`config.mk`:
```
export PLATFORM = sky130hd
export DESIGN_NAME = alu16_core
export DESIGN_NICKNAME = d
export VERILOG_FILES = /design/src/rtl/alu16_pkg.sv /design/src/rtl/alu16_ctrl.sv /design/src/rtl/alu16_dpath.sv /design/src/rtl/alu16_core.sv
export SDC_FILE = /design/constraint.sdc
export NUM_CORES = 1
export LEC_CHECK = 0
export BUFFER_PORTS_ARGS = -buffer_cell sky130_fd_sc_hd__buf_2
export CAP_MARGIN = 10
export CORE_ASPECT_RATIO = 0.6
export CORE_MARGIN = 4
export CORE_UTILIZATION = 40
export DETAILED_ROUTE_END_ITERATION = 7
export PLACE_DENSITY = 0.67
export SLEW_MARGIN = 40
export SYNTH_ARGS = -nofsm -noshare
export SYNTH_HDL_FRONTEND = slang
export SYNTH_SLANG_ARGS = --single-unit
```
`constraint.sdc`:
```
create_clock -name vclk -period 21.1
set_input_delay 3.165 -clock vclk [all_inputs]
set_output_delay 3.165 -clock vclk [all_outputs]
set_load 0.005 [all_outputs]
```
`src/rtl/alu16_pkg.sv`:
```
package alu16_pkg;

  typedef enum logic [3:0] {
    OP_MOV  = 4'd0,  OP_ADD  = 4'd1,  OP_ADDC = 4'd2,  OP_SUB  = 4'd3,
    OP_SUBC = 4'd4,  OP_CMP  = 4'd5,  OP_AND  = 4'd6,  OP_BIT  = 4'd7,
    OP_BIC  = 4'd8,  OP_BIS  = 4'd9,  OP_XOR  = 4'd10, OP_DADD = 4'd11,
    OP_RRA  = 4'd12, OP_RRC  = 4'd13, OP_SWPB = 4'd14, OP_SXT  = 4'd15
  } aluOp_e;

  typedef enum logic [3:0] {
    RS_SRC, RS_ADD, RS_AND, RS_BIC, RS_BIS, RS_XOR,
    RS_DEC, RS_RRA, RS_RRC, RS_SWAP, RS_SXT
  } resSel_e;

  typedef enum logic [2:0] {
    FL_KEEP, FL_ARITH, FL_LOGIC, FL_DEC, FL_SHIFT
  } flagMode_e;

  typedef enum logic [1:0] {
    CI_ZERO, CI_ONE, CI_FLAG
  } carrySel_e;

  typedef struct packed {
    resSel_e   resSel;
    flagMode_e flagMode;
    carrySel_e carrySel;
    logic      invSrc;
    logic      writeEn;
    logic      wordOnly;
  } aluCtl_t;

endpackage

```
`src/rtl/alu16_ctrl.sv`:
```
module alu16_ctrl
  import alu16_pkg::*;
(
  input  logic [3:0] opCode,
  output aluCtl_t    ctl
);

  aluOp_e op;
  assign op = aluOp_e'(opCode);

  always_comb begin
    ctl.resSel   = RS_SRC;
    ctl.flagMode = FL_KEEP;
    ctl.carrySel = CI_ZERO;
    ctl.invSrc   = 1'b0;
    ctl.writeEn  = 1'b1;
    ctl.wordOnly = 1'b0;
    unique case (op)
      OP_MOV:  ctl.resSel = RS_SRC;
      OP_ADD:  begin ctl.resSel = RS_ADD; ctl.flagMode = FL_ARITH; end
      OP_ADDC: begin ctl.resSel = RS_ADD; ctl.flagMode = FL_ARITH; ctl.carrySel = CI_FLAG; end
      OP_SUB:  begin ctl.resSel = RS_ADD; ctl.flagMode = FL_ARITH; ctl.carrySel = CI_ONE;
                     ctl.invSrc = 1'b1; end
      OP_SUBC: begin ctl.resSel = RS_ADD; ctl.flagMode = FL_ARITH; ctl.carrySel = CI_FLAG;
                     ctl.invSrc = 1'b1; end
      OP_CMP:  begin ctl.resSel = RS_ADD; ctl.flagMode = FL_ARITH; ctl.carrySel = CI_ONE;
                     ctl.invSrc = 1'b1; ctl.writeEn = 1'b0; end
      OP_AND:  begin ctl.resSel = RS_AND; ctl.flagMode = FL_LOGIC; end
      OP_BIT:  begin ctl.resSel = RS_AND; ctl.flagMode = FL_LOGIC; ctl.writeEn = 1'b0; end
      OP_BIC:  ctl.resSel = RS_BIC;
      OP_BIS:  ctl.resSel = RS_BIS;
      OP_XOR:  begin ctl.resSel = RS_XOR; ctl.flagMode = FL_LOGIC; end
      OP_DADD: begin ctl.resSel = RS_DEC; ctl.flagMode = FL_DEC; ctl.carrySel = CI_FLAG; end
      OP_RRA:  begin ctl.resSel = RS_RRA; ctl.flagMode = FL_SHIFT; end
      OP_RRC:  begin ctl.resSel = RS_RRC; ctl.flagMode = FL_SHIFT; end
      OP_SWPB: begin ctl.resSel = RS_SWAP; ctl.wordOnly = 1'b1; end
      OP_SXT:  begin ctl.resSel = RS_SXT; ctl.flagMode = FL_LOGIC; ctl.wordOnly = 1'b1; end
      default: ctl.resSel = RS_SRC;
    endcase
  end

  // Compare and bit-test never ask for writeback; all other codes do.
  always_comb begin
    if (op == OP_CMP || op == OP_BIT) begin
      assert_nowrite_test_R4: assert (!ctl.writeEn);
      assert_test_flags_R4: assert (ctl.flagMode != FL_KEEP);
    end else begin
      assert_write_others_R11: assert (ctl.writeEn);
    end
  end

endmodule

```
`src/rtl/alu16_dpath.sv`:
```
module alu16_dpath
  import alu16_pkg::*;
#(
  parameter int WIDTH = 16
) (
  input  aluCtl_t          ctl,
  input  logic             byteMode,
  input  logic [WIDTH-1:0] srcOp,
  input  logic [WIDTH-1:0] dstOp,
  input  logic             cIn,
  input  logic             zIn,
  input  logic             nIn,
  input  logic             vIn,
  output logic [WIDTH-1:0] result,
  output logic             cOut,
  output logic             zOut,
  output logic             nOut,
  output logic             vOut
);

  localparam int HALF      = WIDTH / 2;
  localparam int DIGITS    = WIDTH / 4;
  localparam int HALF_DIGS = HALF / 4;

  logic             effByte;
  logic [WIDTH-1:0] mask, opA, opB, opS;
  logic             carryIn;
  logic [WIDTH:0]   sumFull;
  logic             addCarry, decCarry;
  logic [DIGITS:0]  decC;
  logic [WIDTH-1:0] decSum;
  logic [WIDTH-1:0] shifted;
  logic             topA, topB, topR;
  logic [WIDTH-1:0] rawRes;
  logic             resZero;

  assign effByte = byteMode & ~ctl.wordOnly;
  assign mask    = effByte ? {{HALF{1'b0}}, {HALF{1'b1}}} : {WIDTH{1'b1}};
  assign opA     = dstOp & mask;
  assign opS     = srcOp & mask;
  assign opB     = (ctl.invSrc ? ~srcOp : srcOp) & mask;

  always_comb begin
    unique case (ctl.carrySel)
      CI_ONE:  carryIn = 1'b1;
      CI_FLAG: carryIn = cIn;
      default: carryIn = 1'b0;
    endcase
  end

  // Binary adder; byte-mode carry is taken at the byte boundary.
  assign sumFull  = {1'b0, opA} + {1'b0, opB} + {{WIDTH{1'b0}}, carryIn};
  assign addCarry = effByte ? sumFull[HALF] : sumFull[WIDTH];

  // BCD ripple across nibble digits.
  always_comb begin
    logic [4:0] rawDig;
    decC[0] = carryIn;
    decSum  = '0;
    for (int d = 0; d < DIGITS; d++) begin
      rawDig = {1'b0, opA[4*d +: 4]} + {1'b0, opB[4*d +: 4]} + {4'd0, decC[d]};
      if (rawDig > 5'd9) begin
        rawDig    = rawDig + 5'd6;
        decC[d+1] = 1'b1;
      end else begin
        decC[d+1] = 1'b0;
      end
      decSum[4*d +: 4] = rawDig[3:0];
    end
  end
  assign decCarry = effByte ? decC[HALF_DIGS] : decC[DIGITS];

  assign topA = effByte ? opA[HALF-1] : opA[WIDTH-1];
  assign topB = effByte ? opB[HALF-1] : opB[WIDTH-1];

  always_comb begin
    logic shiftIn;
    shiftIn = (ctl.resSel == RS_RRA) ? topA : cIn;
    shifted = opA >> 1;
    if (effByte) shifted[HALF-1]  = shiftIn;
    else         shifted[WIDTH-1] = shiftIn;
  end

  always_comb begin
    unique case (ctl.resSel)
      RS_SRC:  rawRes = opS;
      RS_ADD:  rawRes = sumFull[WIDTH-1:0];
      RS_AND:  rawRes = opS & opA;
      RS_BIC:  rawRes = ~opS & opA;
      RS_BIS:  rawRes = opS | opA;
      RS_XOR:  rawRes = opS ^ opA;
      RS_DEC:  rawRes = decSum;
      RS_RRA:  rawRes = shifted;
      RS_RRC:  rawRes = shifted;
      RS_SWAP: rawRes = {dstOp[HALF-1:0], dstOp[WIDTH-1:HALF]};
      RS_SXT:  rawRes = {{HALF{dstOp[HALF-1]}}, dstOp[HALF-1:0]};
      default: rawRes = opS;
    endcase
  end

  assign result  = rawRes & mask;
  assign topR    = effByte ? result[HALF-1] : result[WIDTH-1];
  assign resZero = (result == '0);

  always_comb begin
    cOut = cIn; zOut = zIn; nOut = nIn; vOut = vIn;
    if (ctl.flagMode != FL_KEEP) begin
      zOut = resZero;
      nOut = topR;
      vOut = 1'b0;
      unique case (ctl.flagMode)
        FL_ARITH: begin cOut = addCarry; vOut = (topA == topB) && (topR != topA); end
        FL_LOGIC: cOut = ~resZero;
        FL_DEC:   cOut = decCarry;
        FL_SHIFT: cOut = opA[0];
        default:  cOut = cIn;
      endcase
    end
  end

  // Byte mode clears the upper result byte for everything but swap/extend.
  always_comb begin
    if (effByte) assert_upper_clear_R10: assert (result[WIDTH-1:HALF] == '0);
    if (ctl.flagMode == FL_SHIFT) assert_shift_carry_R8: assert (cOut == dstOp[0]);
  end

endmodule

```
`src/rtl/alu16_core.sv`:
```
module alu16_core
  import alu16_pkg::*;
(
  input  logic [15:0] srcOp,
  input  logic [15:0] dstOp,
  input  logic [3:0]  opCode,
  input  logic        byteMode,
  input  logic        cIn,
  input  logic        zIn,
  input  logic        nIn,
  input  logic        vIn,
  output logic [15:0] result,
  output logic        writeEn,
  output logic        cOut,
  output logic        zOut,
  output logic        nOut,
  output logic        vOut
);

  aluCtl_t ctl;

  alu16_ctrl ctrl_i (
    .opCode (opCode),
    .ctl    (ctl)
  );

  alu16_dpath #(.WIDTH(16)) dpath_i (
    .ctl      (ctl),
    .byteMode (byteMode),
    .srcOp    (srcOp),
    .dstOp    (dstOp),
    .cIn      (cIn),
    .zIn      (zIn),
    .nIn      (nIn),
    .vIn      (vIn),
    .result   (result),
    .cOut     (cOut),
    .zOut     (zOut),
    .nOut     (nOut),
    .vOut     (vOut)
  );

  assign writeEn = ctl.writeEn;

  // Cross-module checks on the ports.
  always_comb begin
    if (opCode == 4'd0 || opCode == 4'd8 || opCode == 4'd9 || opCode == 4'd14) begin
      assert_flags_hold_R6: assert (cOut == cIn && zOut == zIn && nOut == nIn && vOut == vIn);
    end
    if (opCode == 4'd6 || opCode == 4'd7 || opCode == 4'd10) begin
      assert_logic_flags_R5: assert (!vOut && (cOut == !zOut));
    end
    if (opCode == 4'd0) begin
      assert_move_pass_R1: assert (result == (byteMode ? {8'h00, srcOp[7:0]} : srcOp));
    end
  end

endmodule

```
# --- After elaboration in Yosys (flattened, before gate mapping) ---
# Index checks and enable logic that the tools add are counted.
classes:
  eq_ne: 33
  n_bitwise: 13
  add_sub_neg: 14
  order_cmp: 4
  muxes: 32
  reduce_logical: 14
ops:
  columns: ["cell", "n"]
  rows:
  - ["16-bit case mux with 9 select lines", 1]
  - ["16-bit bitwise AND", 6]
  - ["4-bit equality test (second input constant)", 11]
  - ["4-bit case mux with 11 select lines", 1]
  - ["4-bit by 3-bit equality test with 1-bit output (second input constant)", 8]
  - ["16-bit two-way mux", 2]
  - ["16-bit inverter", 2]
  - ["4-bit by 4-bit adder with 5-bit output", 4]
  - ["5-bit by 1-bit adder with 5-bit output", 4]
  - ["5-bit by 4-bit > comparator with 1-bit output (second input constant)", 4]
  - ["1-bit two-way mux", 20]
  - ["16-bit by 16-bit adder with 17-bit output", 1]
  - ["17-bit by 1-bit adder with 17-bit output", 1]
  - ["4-bit by 3-bit adder with 4-bit output (second input constant)", 4]
  - ["4-bit by 2-bit equality test with 1-bit output (second input constant)", 4]
  - ["16-bit logical NOT", 1]
  - ["4-bit two-way mux", 4]
  - ["16-bit bitwise OR", 1]
  - ["16-bit XOR", 1]
  - ["3-bit case mux with 4 select lines", 1]
  - ["2-bit OR reduction", 6]
  - ["4-bit by 1-bit equality test with 1-bit output (second input constant)", 2]
  - ["3-bit by 2-bit equality test with 1-bit output (second input constant)", 2]
  - ["3-bit OR reduction", 2]
  - ["16 further kinds", 17]
totals:
  output_inout_bits: 21
  inputBits: 41
  elab_cells: 110
  register_bits: 0

# --- Longest topological paths before layout ---
# Gate-level depths: netlist of the first run.
depth:
  ltp_word: 27
  ltp_mapped: 41
  depth_no_buf: 38

# --- Cells and area by module ---
# From an unflattened synthesis of the first run, not the netlist that was laid out.
unflattened:
  hier_cells: 643
  hier_area_um2: 4345.4
modules_own_cells:
  columns: ["module", "area_each_um2", "cells_each", "n_inst", "seq_area_each_um2"]
  rows:
  - ["alu16_dpath", 4134.0, 613, 1, 0.0]
  - ["alu16_ctrl", 211.5, 30, 1, 0.0]

# --- Least setup slack after synthesis of the first run ---
# Ideal clock, no wire load.
synth_path:
  kind: "input to output"
  startpoint: "in opCode[1]"
  endpoint: "out cOut"
  required_ns: 17.935
  arrival_ns: 11.179
  slack_ns: 6.756
  path_stages: 37
  n_path_buf: 4
  path_cell_list: "buf_2 > buf_6 > buf_6 > buf_4 > or4_1 > o21ai_0 > inv_1 > ha_1 > a21oi_1 > nor2_1 > fa_1 > a211oi_4 > o21bai_1 > a21o_1 > fa_1 > inv_1 > fa_1 > ha_1 > inv_1 > o22ai_1 > o31a_1 > fa_1 > inv_1 > fa_1 > o21ai_0 > nand2_1 > fa_1 > inv_1 > fa_1 > ha_1 > nor2b_1 > o31ai_2 > nor3_1 > a21oi_1 > a41oi_1 > or3_1 > o21ba_1"
synth_between:
  elab_chain_len: 24
  word_cells_on_any_way: 98
  classes_between: "14 x add/sub; 4 x order compare; 31 x eq/ne; 25 x mux; 12 x bitwise; 12 x reduce/logical"
synth_lines:
  columns: ["item", "line_no", "source"]
  rows:
  - ["start: declaration", "alu16_core.sv:6", "input logic [3:0] opCode,"]
  - ["4-bit by 2-bit equality test with 1-bit output or 4-bit by 3-bit equality test with 1-bit output (tied branches)", "alu16_ctrl.sv:18", "unique case (op)"]
  - ["3-bit OR reduction (no line)", null, null]
  - ["1-bit two-way mux", "alu16_ctrl.sv:18", null]
  - ["16-bit two-way mux", "alu16_dpath.sv:41", "assign opB = (ctl.invSrc ? ~srcOp : srcOp) & mask;"]
  - ["16-bit bitwise AND", "alu16_dpath.sv:41", null]
  - ["4-bit by 4-bit adder with 5-bit output", "alu16_dpath.sv:61", "rawDig = {1'b0, opA[4*d +: 4]} + {1'b0, opB[4*d +: 4]} + {4'd0, decC[d]};"]
  - ["5-bit by 1-bit adder with 5-bit output", "alu16_dpath.sv:61", null]
  - ["5-bit by 4-bit > comparator with 1-bit output", "alu16_dpath.sv:62", "if (rawDig > 5'd9) begin"]
  - ["[... 9 more ...]", null, null]
  - ["4-bit two-way mux", "alu16_dpath.sv:62", null]
  - ["16-bit case mux with 9 select lines", "alu16_dpath.sv:85", "unique case (ctl.resSel)"]
  - ["16-bit bitwise AND *", "alu16_dpath.sv:101", "assign result = rawRes & mask;"]
  - ["net result[14]", "alu16_core.sv:12", "output logic [15:0] result,"]
  - ["16-bit logical NOT *", "alu16_dpath.sv:103", "assign resZero = (result == '0);"]
  - ["1-bit inverter *", "alu16_dpath.sv:113", "FL_LOGIC: cOut = ~resZero;"]
  - ["1-bit case mux with 4 select lines *", "alu16_dpath.sv:111", "unique case (ctl.flagMode)"]
  - ["1-bit two-way mux *", "alu16_dpath.sv:107", "if (ctl.flagMode != FL_KEEP) begin"]
  - ["end: declaration", "alu16_core.sv:14", "output logic cOut,"]
# The timed path passes the listed nets; every way through them passes the cells marked *.

# --- Worst setup path after layout of the first run ---
layout_path:
  startpoint: "in opCode[2]"
  endpoint: "out cOut"
layout_between:
  elab_chain_len: 24
  word_cells_on_any_way: 98
  classes_between: "14 x add/sub; 4 x order compare; 31 x eq/ne; 25 x mux; 12 x bitwise; 12 x reduce/logical"
layout_lines:
  columns: ["item", "line_no"]
  rows:
  - ["4-bit by 2-bit equality test with 1-bit output or 4-bit by 3-bit equality test with 1-bit output (tied branches)", "alu16_ctrl.sv:18"]
  - ["3-bit OR reduction (no line)", null]
  - ["1-bit two-way mux", "alu16_ctrl.sv:18"]
  - ["16-bit two-way mux", "alu16_dpath.sv:41"]
  - ["16-bit bitwise AND", "alu16_dpath.sv:41"]
  - ["4-bit by 4-bit adder with 5-bit output", "alu16_dpath.sv:61"]
  - ["5-bit by 1-bit adder with 5-bit output", "alu16_dpath.sv:61"]
  - ["5-bit by 4-bit > comparator with 1-bit output", "alu16_dpath.sv:62"]
  - ["[... 8 more ...]", null]
  - ["4-bit by 3-bit adder with 4-bit output or 5-bit by 4-bit > comparator with 1-bit output (tied branches)", "alu16_dpath.sv:63, alu16_dpath.sv:62"]
  - ["4-bit two-way mux", "alu16_dpath.sv:62"]
  - ["16-bit case mux with 9 select lines", "alu16_dpath.sv:85"]
  - ["16-bit bitwise AND", "alu16_dpath.sv:101"]
  - ["16-bit logical NOT", "alu16_dpath.sv:103"]
  - ["1-bit inverter", "alu16_dpath.sv:113"]
  - ["1-bit case mux with 4 select lines", "alu16_dpath.sv:111"]
  - ["1-bit two-way mux *", "alu16_dpath.sv:107"]
# Every way passes the cells marked *; elsewhere a longest branch is shown, timed or not.

==> impl_metrics.csv, run 1 <==
group,metric,value,unit
run_status,outcome,"finished, final reports clean",
routing,drt_iter0_markers,519,
global_routing,grt_first_pass_wirelength,23.8,mm
global_routing,antenna_found_initial,0,
worst_setup_path,critPathSlowestCell,"buf_2",
floorplan,pin_count,62,
global_routing,grt_max_degree,41,
floorplan,die_width,133,um
global_routing,gr-total-overflow,0,
place,io_buffers,62,
worst_setup_path,end_kind,"output port",
sta,timing.final.ws_setup,5410,ps
worst_setup_path,max_stage_delay,610,ps
finish,clkbuf_count,0,
sta,rsz0062_at_grt,"false",
worst_setup_path,start_kind,"input pin",
sta,tightest_slew,797,ps
routing,ant_nets,0,
routing,firstDrtPassIters,6,
finish,regArea,0,sq um
floorplan,die-height,83.1,um
sta,hold_violations,0,
sta,fin_crit,15690,ps
worst_setup_path,crit_arrival,12520,ps
clock_tree,cts_setup_buffers,0,
sta,period_share,74.3,%
yosys,yosysMostFrequentCell,"nor2_1",
routing,post_drt_wl_per_cell,20.6,um
hold_path,whs_path_depth,4,
clock_tree,holdBufCountCts,0,
routing,wirelength,14.8,mm
place,dp.final_hpwl,11.8,mm
floorplan,dieArea,11100,sq um
floorplan,core.rowCount,27,
yosys,synthTopCellsByCount,"55 x nor2_1, 51 x inv_1, 39 x a21oi_1",
power,cellLeakagePower,0.00186,uW
power,powerDensity,39.4,nW/um^2
sta,fin_tns_setup,0,ps
global_routing,grt.total_usage,26.1,%
sta,finalMaxSlewViolations,0,
finish,utilization,44.8,%
worst_setup_path,critPathRequiredTime,17940,ps
routing,vias,4581,
finish,fillerInstances,988,
sta,timing.fmax,63.7,MHz
finish,area.growth.synth_to_final,9.12,%
yosys,synth_top_area_cell,"ha_1",
sta,slew_headroom,46.9,%
yosys,synthCells,555,
hold_path,min_path_type,"in -> out",
yosys,syn_avg_cell_area,6.77,sq um
worst_setup_path,critical_path.max_fanout,40,
floorplan,fp.coreArea,9160,sq um
sta,setup_viol_count_final,0,
global_routing,grt_pass1_vias,4322,
yosys,syn-num-nets,640,
finish,layout-drive-gt1-share,15.7,%
routing,via_per_inst,6.34,
clock_tree,post_cts_resized,0,
yosys,netlist-cell-type-count,76,
finish,nNetsFinal,679,
yosys,syn_area,3760,sq um
worst_setup_path,path_class,"in -> out",
finish,antennaDiodeCount,0,
floorplan,start_util,41.1,%
place,gp_congestion,1.08,
power,ir_drop,0.0199,mV
yosys,netlist_top_cells_area,"ha_1 12%, mux2i_1 7.5%, xnor2_1 5.8%",
yosys,yosysWarnings,0,
flow_run,maxCapViolCount,0,
yosys,yosysSeqAreaShare,0,%
finish,nFlopsAndLatches,0,
place,dp_slack,5660,ps
routing,remaining_drc_errors,0,
yosys,synth_top_area_share,12.3,%
[logic make-up after synthesis]
group | count (synthesis) | share of synthesized area (%)
fa+ha+maj | 44 | 16.0
buf+inv | 81 | 9.85
mux | 28 | 7.45
xor+xnor | 31 | 7.22
simple gates | 189 | 26.3
compound gates | 182 | 33.2
[area by class of cell]
type / instances / area, sq um / area share [%]
repair buffers: 67 / 348 / 8.48
inverters: 51 / 191 / 4.67
well taps: 130 / 163 / 3.96
multi-input cells: 474 / 3400 / 82.9
[stage by stage]
step	hold WS, ps	instance area [sq um]	total power, uW	instances
2_1_floorplan	6420	3760	112	555
3_3_place_gp	6590	4090	153	722
3_5_place_dp	6590	4090	156	722
4_1_cts	6590	4090	157	722
5_1_grt	6620	4100	178	722
6_report	6590	4100	162	722
[worst max-delay path, delay by kind of cell]
| family | cells | cell delay (ps) |
|---|---|---|
| simple gates | 7 | 1560 |
| xor+xnor | 3 | 710 |
| compound gates | 13 | 2800 |
| fa+ha+maj | 9 | 2880 |
| buf+inv | 8 | 1380 |
[routing by layer]
metal	up-vias	GRT usage, %	routed length [um]
met5	-	0	0
met4	0	5.04	273
met3	31	5.21	1940
met2	289	37.3	5870
met1	2139	40.1	6750
li1	2122	-	-
[layout by cell type, fill, tap and decap left out, types with 4 or more instances in the layout]
| cell type | netlist | final |
|---|---|---|
| a211oi_1 | 6 | 6 |
| inv_1 | 51 | 51 |
| nor3b_1 | 4 | 4 |
| nand2_1 | 36 | 36 |
| or3_1 | 6 | 6 |
| and2_1 | 7 | 7 |
| a21oi_1 | 39 | 39 |
| xor2_1 | 6 | 6 |
| ha_1 | 37 | 37 |
| mux2i_1 | 28 | 28 |
| or2_2 | 9 | 9 |
| a22oi_1 | 4 | 4 |
| nand3b_1 | 4 | 4 |
| o211ai_1 | 9 | 9 |
| a31oi_1 | 8 | 8 |
| nor2_1 | 55 | 54 |
| buf_4 | 6 | 5 |
| a21o_1 | 11 | 11 |
| a21boi_0 | 4 | 4 |
| o2111ai_1 | 4 | 4 |
| buf_2 | 11 | 62 |
| fa_1 | 7 | 7 |
| nor3_1 | 10 | 10 |
| nand2b_1 | 9 | 9 |
| and3_1 | 5 | 5 |
| o22ai_1 | 10 | 10 |
| nand3_1 | 18 | 18 |
| o21ai_0 | 38 | 37 |
| or4_1 | 4 | 4 |
| xnor2_1 | 25 | 25 |
[path summary, 6_finish.rpt]
check	from	endpoint	slack, ps
setup / recovery	opCode[2]	cOut	5410
hold / removal	nIn	nOut	6590
[where the power goes]
group / leakage [uW] / switching, uW / internal, uW
registers: 0 / 0 / 0
logic: 0.00186 / 98.2 / 63.5
clock network: 0 / 0 / 0
(Power assumes the default switching activity.)
==> run 2, diff against run 1 <==
==> constraint.sdc (replaced) <==
create_clock -name vclk -period 14.56
set_input_delay 2.184 -clock vclk [all_inputs]
set_output_delay 2.184 -clock vclk [all_outputs]
set_load 0.005 [all_outputs]
==> run 2 against run 1 <==
Clock-buffer cell count stayed put. First-iteration DRC count up 12%. Largest power group unchanged. Non-clock buffer count shrank 2. Final cell count decreased by 0.28%. Worst setup slack got worse by 4600 ps. Flip-flop and latch count unchanged. Combinational power is 45% higher. Critical path depth stayed put. Highest routed layer unchanged. Wire length down 1.7%. Hold slack got worse by 2000 ps. Power grew 46%. Sequential share of layout area is the same.
==> impl_metrics.csv, run 2 (synthesis results as in run 1) <==
group,metric,value,unit
sta,fin_tns_setup,0,ps
sta,period_share,94.7,%
clock_tree,cts_setup_buffers,0,
finish,clkbuf_count,0,
routing,remaining_drc_errors,0,
power,powerDensity,57.4,nW/um^2
worst_setup_path,path_class,"in -> out",
routing,via_per_inst,6.42,
floorplan,start_util,41.1,%
finish,layout_common_cells,"62 x buf_2, 54 x nor2_1, 51 x inv_1, 39 x a21oi_1, 38 x o21ai_0",
hold_path,min_path_type,"in -> out",
sta,timing.final.ws_setup,765,ps
floorplan,die-height,83.1,um
sta,rsz0062_at_grt,"false",
sta,tightest_slew,803,ps
power,cellLeakagePower,0.00186,uW
worst_setup_path,crit_arrival,11610,ps
global_routing,grt_max_degree,41,
clock_tree,holdBufCountCts,0,
finish,nNetsFinal,677,
finish,layout-drive-gt1-share,15.6,%
worst_setup_path,max_stage_delay,610,ps
floorplan,core.rowCount,27,
global_routing,grt_pass1_vias,4267,
finish,antennaDiodeCount,0,
global_routing,grt_first_pass_wirelength,23.0,mm
place,dp_slack,943,ps
routing,drt_iter0_markers,581,
place,gp_congestion,0.984,
routing,firstDrtPassIters,8,
worst_setup_path,critPathSlowestCell,"buf_2",
global_routing,grt.total_usage,25.0,%
floorplan,dieArea,11100,sq um
power,ir_drop,0.0224,mV
routing,ant_nets,0,
finish,fillerInstances,957,
worst_setup_path,start_kind,"input pin",
worst_setup_path,critPathRequiredTime,12380,ps
run_status,outcome,"finished, final reports clean",
clock_tree,post_cts_resized,0,
routing,vias,4622,
floorplan,pin_count,62,
sta,fin_crit,13790,ps
global_routing,gr-total-overflow,0,
routing,post_drt_wl_per_cell,20.3,um
sta,finalMaxSlewViolations,0,
floorplan,fp.coreArea,9160,sq um
worst_setup_path,end_kind,"output port",
finish,regArea,0,sq um
sta,hold_violations,0,
finish,nFlopsAndLatches,0,
routing,wirelength,14.6,mm
worst_setup_path,critical_path.max_fanout,40,
flow_run,maxCapViolCount,0,
floorplan,die_width,133,um
global_routing,antenna_found_initial,0,
sta,setup_viol_count_final,0,
sta,timing.fmax,72.5,MHz
place,io_buffers,62,
finish,final_common_cell,"buf_2",
finish,area.growth.synth_to_final,8.95,%
place,dp.final_hpwl,11.5,mm
sta,slew_headroom,46.4,%
run 2: stage by stage:
stage	total power, uW	cell area [sq um]	hold WS, ps	cells	util [%]
floorplan	163	3760	4450	555	-
global placement	219	4070	4630	719	44.4
detailed placement	226	4070	4630	719	44.5
CTS	228	4070	4630	719	44.5
global route	256	4100	4660	720	44.7
finish	235	4100	4620	720	44.7
run 2: report_power, final:
| group | leakage (uW) | switching [uW] | internal (uW) |
|---|---|---|---|
| Combinational | 0.00186 | 144 | 91.7 |
| Clock | 0 | 0 | 0 |
| Sequential | 0 | 0 | 0 |
| Total | 0.00186 | 144 | 91.7 |
run 2: final timing paths:
path  startpoint  endpoint  slack (ps)  cells past startpoint
min          nIn      nOut        4620                      4
max    opCode[2]      cOut         770                     40
run 2: per-layer routing:
metal	up-vias	global-route usage (%)	routed length, um
li1	2121	-	-
met1	2146	37.6	6530
met2	318	35.7	5900
met3	37	4.96	1760
met4	0	6.72	391
met5	-	0	0
run 2: critical path, delay by kind of cell:
| kind | cells | cell delay (ps) |
|---|---|---|
| XOR/XNOR | 3 | 710 |
| AND/OR/NAND/NOR | 7 | 1580 |
| AO/OA/AOI/OAI | 13 | 2800 |
| buffers and inverters | 8 | 1370 |
| adder cells (fa/ha/maj) | 9 | 2930 |
run 2: final cells by class:
type	count	area (sq um)	share of cell area, %
multi-input combinational	474	3410	83.1
timing repair buffer	65	337	8.22
inverter	51	191	4.67
tap	130	163	3.97
